## src/rtl/clamp_pwm_pkg.sv

```systemverilog
package clamp_pwm_pkg;

  typedef enum logic [1:0] {
    FR_BLANK = 2'd0,
    FR_RUN   = 2'd1,
    FR_DRAIN = 2'd2
  } frame_mode_e;

endpackage

```

## src/rtl/cpw_rst_sync.sv

```systemverilog
module cpw_rst_sync (
  input  logic clk,
  input  logic arst_n,
  output logic srst_n
);

  logic [1:0] sync_q;

  always_ff @(posedge clk or negedge arst_n) begin
    if (!arst_n) sync_q <= 2'b00;
    else         sync_q <= {sync_q[0], 1'b1};
  end

  assign srst_n = sync_q[1];

endmodule

```

## src/rtl/cpw_softstart.sv

```systemverilog
module cpw_softstart #(
  parameter int CNT_W   = 10,
  parameter int SS_DIV  = 16,
  parameter int SS_STEP = 1
) (
  input  logic             clk,
  input  logic             rst_n,
  input  logic             line_ok_i,
  input  logic             uv_flt_i,
  input  logic             oc_flt_i,
  input  logic             restart_i,
  input  logic [CNT_W-1:0] duty_i,
  input  logic             frame_end_i,
  output logic             fault_o,
  output logic [CNT_W-1:0] limit_o
);

  localparam int DIV_W = (SS_DIV > 1) ? $clog2(SS_DIV) : 1;
  localparam logic [DIV_W-1:0] DIV_LAST = DIV_W'(SS_DIV - 1);
  localparam logic [CNT_W:0]   STEP_X   = (CNT_W+1)'(SS_STEP);

  logic             flt_q, flt_n;
  logic [CNT_W-1:0] lim_q, lim_n;
  logic [DIV_W-1:0] pcnt_q, pcnt_n;
  logic [CNT_W:0]   lim_sum;
  logic             trip, hold;

  assign trip    = uv_flt_i | oc_flt_i;
  assign hold    = flt_q | ~line_ok_i;
  assign lim_sum = {1'b0, lim_q} + STEP_X;

  always_comb begin
    flt_n = flt_q;
    if (trip)
      flt_n = 1'b1;
    else if (flt_q && line_ok_i && restart_i)
      flt_n = 1'b0;
  end

  always_comb begin
    lim_n  = lim_q;
    pcnt_n = pcnt_q;
    if (hold) begin
      lim_n  = '0;
      pcnt_n = '0;
    end else if (frame_end_i) begin
      if (pcnt_q >= DIV_LAST) begin
        pcnt_n = '0;
        if (lim_q < duty_i)
          lim_n = lim_sum[CNT_W] ? {CNT_W{1'b1}} : lim_sum[CNT_W-1:0];
      end else begin
        pcnt_n = pcnt_q + 1'b1;
      end
    end
  end

  always_ff @(posedge clk or negedge rst_n) begin
    if (!rst_n) begin
      flt_q  <= 1'b0;
      lim_q  <= '0;
      pcnt_q <= '0;
    end else begin
      flt_q  <= flt_n;
      lim_q  <= lim_n;
      pcnt_q <= pcnt_n;
    end
  end

  assign fault_o = flt_q;
  assign limit_o = lim_q;

  a_r9_fault_sets: assert property (@(posedge clk) disable iff (!rst_n)
    trip |=> fault_o);

  a_r9_fault_holds: assert property (@(posedge clk) disable iff (!rst_n)
    (fault_o && !restart_i) |=> fault_o);

  a_r10_limit_held: assert property (@(posedge clk) disable iff (!rst_n)
    (fault_o || !line_ok_i) |=> (limit_o == '0));

  a_r10_limit_steps_at_end: assert property (@(posedge clk) disable iff (!rst_n)
    (!frame_end_i && line_ok_i && !fault_o) |=> $stable(limit_o));

endmodule

```

## src/rtl/cpw_frame.sv

```systemverilog
module cpw_frame
  import clamp_pwm_pkg::*;
#(
  parameter int CNT_W  = 10,
  parameter int MIN_ON = 4
) (
  input  logic             clk,
  input  logic             rst_n,
  input  logic [CNT_W-1:0] period_i,
  input  logic [CNT_W-1:0] duty_i,
  input  logic [CNT_W-1:0] dly1_i,
  input  logic [CNT_W-1:0] dly2_i,
  input  logic             line_ok_i,
  input  logic             fault_i,
  input  logic [CNT_W-1:0] limit_i,
  output logic             frame_end_o,
  output logic             main_o,
  output logic             aux_o
);

  localparam int SW = CNT_W + 2;
  localparam logic [SW-1:0] ONE_X    = SW'(1);
  localparam logic [SW-1:0] MIN_ON_X = SW'(MIN_ON);

  logic [CNT_W-1:0] cnt_q, cnt_n;
  logic [SW-1:0]    per_q, per_n;
  logic [SW-1:0]    mb_q, mb_n, me_q, me_n, ab_q, ab_n;
  frame_mode_e      mode_q, mode_n;
  logic             main_q, main_n, aux_q, aux_n;

  logic [SW-1:0] d1e, d2e, gap, per_x, room, cmd, on_c, cnt_x;
  logic          last;

  assign cnt_x = SW'(cnt_q);
  assign last  = (cnt_x + ONE_X) >= per_q;

  // load-time arithmetic for the next period
  always_comb begin
    d1e   = (dly1_i == '0) ? ONE_X : SW'(dly1_i);
    d2e   = (dly2_i == '0) ? ONE_X : SW'(dly2_i);
    gap   = d1e + d2e;
    per_x = SW'(period_i);
    room  = (gap >= per_x) ? '0 : (per_x - gap);
    cmd   = (duty_i < limit_i) ? SW'(duty_i) : SW'(limit_i);
    on_c  = (cmd < room) ? cmd : room;
  end

  // frame counter and snapshot next state
  always_comb begin
    cnt_n  = cnt_q;
    per_n  = per_q;
    mb_n   = mb_q;
    me_n   = me_q;
    ab_n   = ab_q;
    mode_n = mode_q;
    if (last) begin
      cnt_n = '0;
      per_n = per_x;
      if (!line_ok_i) begin
        mode_n = FR_DRAIN;
        mb_n   = d1e;
        me_n   = d1e;
        ab_n   = gap;
      end else if (fault_i || (on_c < MIN_ON_X)) begin
        mode_n = FR_BLANK;
        mb_n   = d1e;
        me_n   = d1e;
        ab_n   = gap;
      end else begin
        mode_n = FR_RUN;
        mb_n   = d1e;
        me_n   = d1e + on_c;
        ab_n   = gap + on_c;
      end
    end else begin
      cnt_n = cnt_q + 1'b1;
    end
  end

  // slot decode, registered to the pins
  always_comb begin
    main_n = (mode_q == FR_RUN) && !fault_i && (cnt_x >= mb_q) && (cnt_x < me_q);
    aux_n  = (mode_q != FR_BLANK) && (cnt_x >= ab_q) && (cnt_x < per_q);
  end

  always_ff @(posedge clk or negedge rst_n) begin
    if (!rst_n) begin
      cnt_q  <= '0;
      per_q  <= '0;
      mb_q   <= '0;
      me_q   <= '0;
      ab_q   <= '0;
      mode_q <= FR_BLANK;
      main_q <= 1'b0;
      aux_q  <= 1'b0;
    end else begin
      cnt_q  <= cnt_n;
      per_q  <= per_n;
      mb_q   <= mb_n;
      me_q   <= me_n;
      ab_q   <= ab_n;
      mode_q <= mode_n;
      main_q <= main_n;
      aux_q  <= aux_n;
    end
  end

  assign frame_end_o = last;
  assign main_o      = main_q;
  assign aux_o       = aux_q;

  a_r2_exclusive: assert property (@(posedge clk) disable iff (!rst_n)
    !(main_o && aux_o));

  a_r2_gap_before_main: assert property (@(posedge clk) disable iff (!rst_n)
    $rose(main_o) |-> !$past(aux_o));

  a_r4_gap_before_aux: assert property (@(posedge clk) disable iff (!rst_n)
    $rose(aux_o) |-> !$past(main_o));

  a_r9_fault_kills_main: assert property (@(posedge clk) disable iff (!rst_n)
    fault_i |=> !main_o);

  a_r5_snapshot_steady: assert property (@(posedge clk) disable iff (!rst_n)
    !frame_end_o |=> ($stable(per_q) && $stable(me_q) && $stable(ab_q)));

  a_r8_drain_no_main: assert property (@(posedge clk) disable iff (!rst_n)
    (mode_q == FR_DRAIN) |=> !main_o);

endmodule

```

## src/rtl/clamp_pwm_seq.sv

```systemverilog
module clamp_pwm_seq #(
  parameter int CNT_W   = 10,
  parameter int SS_DIV  = 16,
  parameter int SS_STEP = 1,
  parameter int MIN_ON  = 4
) (
  input  logic             clk,
  input  logic             rst_n,
  input  logic [CNT_W-1:0] period_i,
  input  logic [CNT_W-1:0] duty_i,
  input  logic [CNT_W-1:0] dly1_i,
  input  logic [CNT_W-1:0] dly2_i,
  input  logic             line_ok_i,
  input  logic             uv_flt_i,
  input  logic             oc_flt_i,
  input  logic             restart_i,
  output logic             main_o,
  output logic             aux_o,
  output logic             fault_o
);

  logic             srst_n;
  logic             frame_end;
  logic             flt;
  logic [CNT_W-1:0] limit;

  cpw_rst_sync u_rst (
    .clk    (clk),
    .arst_n (rst_n),
    .srst_n (srst_n)
  );

  cpw_softstart #(
    .CNT_W   (CNT_W),
    .SS_DIV  (SS_DIV),
    .SS_STEP (SS_STEP)
  ) u_ss (
    .clk         (clk),
    .rst_n       (srst_n),
    .line_ok_i   (line_ok_i),
    .uv_flt_i    (uv_flt_i),
    .oc_flt_i    (oc_flt_i),
    .restart_i   (restart_i),
    .duty_i      (duty_i),
    .frame_end_i (frame_end),
    .fault_o     (flt),
    .limit_o     (limit)
  );

  cpw_frame #(
    .CNT_W  (CNT_W),
    .MIN_ON (MIN_ON)
  ) u_frame (
    .clk         (clk),
    .rst_n       (srst_n),
    .period_i    (period_i),
    .duty_i      (duty_i),
    .dly1_i      (dly1_i),
    .dly2_i      (dly2_i),
    .line_ok_i   (line_ok_i),
    .fault_i     (flt),
    .limit_i     (limit),
    .frame_end_o (frame_end),
    .main_o      (main_o),
    .aux_o       (aux_o)
  );

  assign fault_o = flt;

  a_r1_quiet_in_reset: assert property (@(posedge clk)
    !srst_n |-> (!main_o && !aux_o && !fault_o));

endmodule

```

## config.mk

```make
export PLATFORM = sky130hd
export DESIGN_NAME = clamp_pwm_seq
export DESIGN_NICKNAME = d
export VERILOG_FILES = /design/src/rtl/clamp_pwm_pkg.sv /design/src/rtl/cpw_rst_sync.sv /design/src/rtl/cpw_softstart.sv /design/src/rtl/cpw_frame.sv /design/src/rtl/clamp_pwm_seq.sv
export SDC_FILE = /design/constraint.sdc
export NUM_CORES = 1
export LEC_CHECK = 0
export BUFFER_PORTS_ARGS = -buffer_cell sky130_fd_sc_hd__buf_2
export CORE_ASPECT_RATIO = 1.2
export CORE_MARGIN = 4
export CORE_UTILIZATION = 40
export CTS_CLUSTER_SIZE = 14
export DETAILED_ROUTE_END_ITERATION = 8
export PLACE_DENSITY = 0.62
export SLEW_MARGIN = 5
export SYNTH_ARGS = -nofsm -noshare
export SYNTH_HDL_FRONTEND = slang
export SYNTH_SLANG_ARGS = --single-unit
```

## constraint.sdc

```tcl
create_clock -name clk -period 2.8 [get_ports clk]
set_input_delay 0.56 -clock clk [delete_from_list [all_inputs] [get_ports clk]]
set_output_delay 0.56 -clock clk [all_outputs]
set_load 0.02 [all_outputs]
```

==> results by group <==
Critical path
  – Worst path most repeated cell: sky130_fd_sc_hd__a21o_1
  – Worst setup path class: in -> reg
  – CP Data Arrival Time: 8.20 ns
  – Maximum cell stage delay along the critical path: 0.35 ns
  – Reg-to-reg startpoint: u_ss.limit_o[3]
  – Worst Setup SP: dly2_i[6]
  – Capturing element type of the critical path: flip-flop
  – Data required time at the worst endpoint: 3.07 ns
  – Startpoint class of the critical path: input pin
  – Largest fanout of any net on the critical path: 6
  – Cell with the largest stage delay on the worst path: sky130_fd_sc_hd__or3_4

Power and ir drop
  – Maximum vdd drop: 0.0003095 V
  – Pwr/cell area: 568.3 nW/µm²
  – Leakage: 5.903 nW
  – Power share of the clock group: 17.2%
  – NetSw: 2.385 mW
  – Switching share of total power: 36.91%
  – Comb pwr share: 65.3%
  – Internal power component: 4.076 mW
  – Seq pwr share: 17.5%

Die
  – Die height: 155.2 µm
  – I/O pin total: 49
  – # rows: 53
  – Floorplan die area: 20290 µm²
  – Area of the core: 17640 µm²
  – Starting density of the core: 40.97%
  – Die width: 130.7 µm

Cells and area
  – Synthesis-to-layout area growth: 57.31%
  – Proportion of layout cells with a drive suffix above 1: 44.49%
  – Post-layout util: 64.45%
  – Layout net count: 1341
  – Ant. Diodes: 0

Timing
  – Final setup fails: 71
  – Post-route setup slack: -5.129 ns
  – RSZ-0062 raised after global routing: true
  – Clock tree skew after final layout: 0.009812 ns
  – Final max-slew violation count: 0
  – Slew at the pin closest to its max-slew limit: 1.001 ns
  – Max-Slew Margin vs Limit: 33.28%
  – Final Hold Slack: 0.3503 ns
  – Final hold viol count: 0
  – Timing-limited maximum frequency: 126.1 MHz
  – Final worst-path cycle share: 283.2%
  – Clock period minus worst slack: 7.929 ns

Clock network
  – Number of sinks driven by the clock tree: 75
  – CTS H-Tree Depth: 3
  – TritonCTS clock tree: done
  – Clk Tree Root Cell: sky130_fd_sc_hd__clkbuf_16
  – Worst-skew pair later-pin latency: 0.35 ns
  – Largest buffer count on any clock path: 2
  – Clock transition at the register clock pins on the worst setup and hold paths after CTS: 0.06 ns
  – Total CTS buffers: 9

Drt
  – Number of detailed-routing iterations run before antenna repair: 5
  – Remaining number of nets flagged by the antenna check after routing: 0
  – Routed WL: 24.43 mm
  – Via Count: 7614
  – Vias per cell: 5.404
  – Iteration-0 DRC Markers: 394
  – Post-detailed-route wirelength per cell: 17.33 µm
  – DRC errors left: 0

Synth
  – Area share of the largest cell type after synthesis: 25.97%
  – Nets in the synthesized netlist: 1017
  – List of most frequent post-synthesis cells: 107 x sky130_fd_sc_hd__ha_1, 83 x sky130_fd_sc_hd__inv_1, 75 x sky130_fd_sc_hd__dfrtp_1, 75 x sky130_fd_sc_hd__nand2_1, 60 x sky130_fd_sc_hd__a21oi_1
  – Part of the Yosys area used for sequential elements: 25.97%
  – Post-synthesis cell area: 7227 µm²
  – Number of synthesized flops with an enable pin: 0
  – Most area-hungry cell type in the Yosys netlist: sky130_fd_sc_hd__dfrtp_1
  – Post-synth ARST share: 100.0%
  – Post-synthesis cell count: 860
  – Leading cell type by number of instances after synthesis: sky130_fd_sc_hd__ha_1
  – Number of distinct standard cells referenced by the synthesized netlist: 74
  – Synthesis warning total: 0
  – Synthesized area per cell: 8.403 µm²
  – Synth area leaders: sky130_fd_sc_hd__dfrtp_1 26%, sky130_fd_sc_hd__ha_1 19%, sky130_fd_sc_hd__inv_1 4.3%
  – Flip-flop cell with the highest count after synthesis: sky130_fd_sc_hd__dfrtp_1
  – Count of state elements after synthesis: 75

Place
  – HPWL reported at the end of detailed placement: 17.43 mm
  – Count of port buffers added during placement: 48
  – Final GP Congestion: 0.9193

Hold path
  – Class of the worst hold path: reg -> reg
  – Worst Hold Launch: u_rst.sync_q[0]

Global route
  – Initial antenna violation count: 0
  – Global-route wire length before repair: 38.50 mm
  – Number of global-route vias before repair: 7872
  – Maximum number of pins on one net before global-route repair: 74
  – All-layer global routing usage: 24.00%
  – Sum of overflow across all layers after global routing: 0

Flow run
  – Number of max-cap violations: 0

Outcome
  – Outcome: complete, but fails checks
  – Violated checks: setup timing
[registers in the layout (all words and copies together), names as in the netlist]
| name | flops |
|---|---|
| u_frame.ab_q | 12 |
| u_frame.me_q | 12 |
| u_frame.cnt_q | 10 |
| u_frame.mb_q | 10 |
| u_frame.per_q | 10 |
| u_ss.limit_o | 10 |
| u_ss.pcnt_q | 4 |
| u_frame.mode_q | 2 |
| u_rst.sync_q | 2 |
| u_frame.aux_o | 1 |
| u_frame.main_o | 1 |
| u_ss.fault_o | 1 |
[critical path, delay by kind of cell]
family	cells	cell delay, ns
compound gates	20	3.29
mux	1	0.27
buf+inv	4	0.40
xor+xnor	2	0.33
fa+ha+maj	6	1.32
simple gates	13	2.02
[placed cells by master, fill, tap and decap left out, drive strengths merged, types with 3 or more instances in the layout]
| cell type | Yosys | layout |
|---|---|---|
| buf | 6 | 352 |
| ha | 107 | 107 |
| inv | 83 | 83 |
| nand2 | 75 | 76 |
| dfrtp | 75 | 75 |
| o21ai | 68 | 68 |
| a21oi | 62 | 62 |
| nor2 | 56 | 56 |
| xnor2 | 32 | 32 |
| a21o | 31 | 31 |
| nand3 | 24 | 24 |
| nand2b | 22 | 22 |
| nor3 | 15 | 15 |
| and3 | 14 | 14 |
| clkbuf | 35 | 14 |
| nor2b | 13 | 13 |
| o21a | 10 | 10 |
| xor2 | 9 | 9 |
| mux2i | 9 | 9 |
| a311oi | 8 | 8 |
| a31oi | 8 | 8 |
| a211o | 7 | 7 |
| nand4 | 6 | 6 |
| or3 | 6 | 6 |
| and2 | 6 | 6 |
| a21boi | 6 | 6 |
| o211ai | 5 | 5 |
| a211oi | 4 | 4 |
| o2111ai | 4 | 4 |
| fa | 4 | 4 |
| a31o | 4 | 4 |
| a221oi | 3 | 3 |
| maj3 | 3 | 3 |
| nor4 | 3 | 3 |
| o31ai | 3 | 3 |
| o311ai | 3 | 3 |
| mux2 | 3 | 3 |
| nor3b | 3 | 3 |
[per-layer routing]
metal | global-route usage [%] | vias up | wire, µm
li1 | - | 3689 | -
met1 | 29.17 | 3659 | 9806
met2 | 41.96 | 201 | 12550
met3 | 3.022 | 65 | 1052
met4 | 10.58 | 0 | 1020
met5 | 0 | - | 0
[cell families (layout without fill, tap and decap cells)]
logic type	Yosys count	after routing	share of synthesized area, %
and+or+nand+nor	250	251	17.00
AOI/OAI and AO/OA	241	241	22.97
buffers and inverters	124	452	6.787
adders and majority gates	114	114	20.07
DFF	75	75	25.97
xor gates and xnor gates	42	42	5.384
muxes	12	12	1.714
other	2	2	0.1039
[timing repair]
action,4_1_cts,5_1_grt
hold buffers,1,0
gates cloned,10,0
hold endpoints to repair,2,0
setup endpoints to repair,71,72
buffers inserted,37,25
pin swaps,78,52
gates resized for setup,149,74
[stage by stage]
stage	power, mW	setup TNS (ns)	instances	worst slack [ns]	instance area, µm²
3_3_place_gp	4.446	-138.91	1334	-5.617	9642
2_1_floorplan	3.029	-111.06	860	-5.205	7531
4_1_cts	6.206	-127.14	1395	-5.051	10990
5_1_grt	6.847	-143.44	1409	-5.532	11370
6_report	6.461	-129.20	1409	-5.129	11370
3_5_place_dp	4.502	-144.09	1334	-5.857	9642
[path summary, 6_finish.rpt]
kind | slack, ns | end | depth (start not counted)
worst max-delay path | -5.13 | u_frame.ab_q[10] | 46
worst min-delay path | 0.35 | u_rst.sync_q[1] | 0
worst max register to register | -3.84 | u_frame.ab_q[10] | 36
worst min register to register | 0.35 | u_rst.sync_q[1] | 0
max in group asynchronous | 1.65 | u_frame.cnt_q[3] | 0
min in group asynchronous | 0.49 | u_ss.fault_o | 0
[power by group through the flow]
| stage | Combinational, mW | Sequential, mW | Clock, mW |
|---|---|---|---|
| after CTS | 3.96 | 1.13 | 1.11 |
| final | 4.22 | 1.13 | 1.11 |
| after floorplan | 1.89 | 1.14 | 0 |
| after global routing | 4.56 | 1.14 | 1.16 |
| after detailed placement | 3.35 | 1.15 | 0 |
| after global placement | 3.30 | 1.15 | 0 |
[area by class of cell]
class                   instances  area, µm²
multi-input cells             662       5698
fillers                      1381       6271
inverters                      83      314.1
clock inverters                 2      10.01
well taps                     220      275.3
flip-flops and latches         75       1881
clock buffers                  14      264.0
repair buffers                353       2927
(Power assumes the default switching activity.)
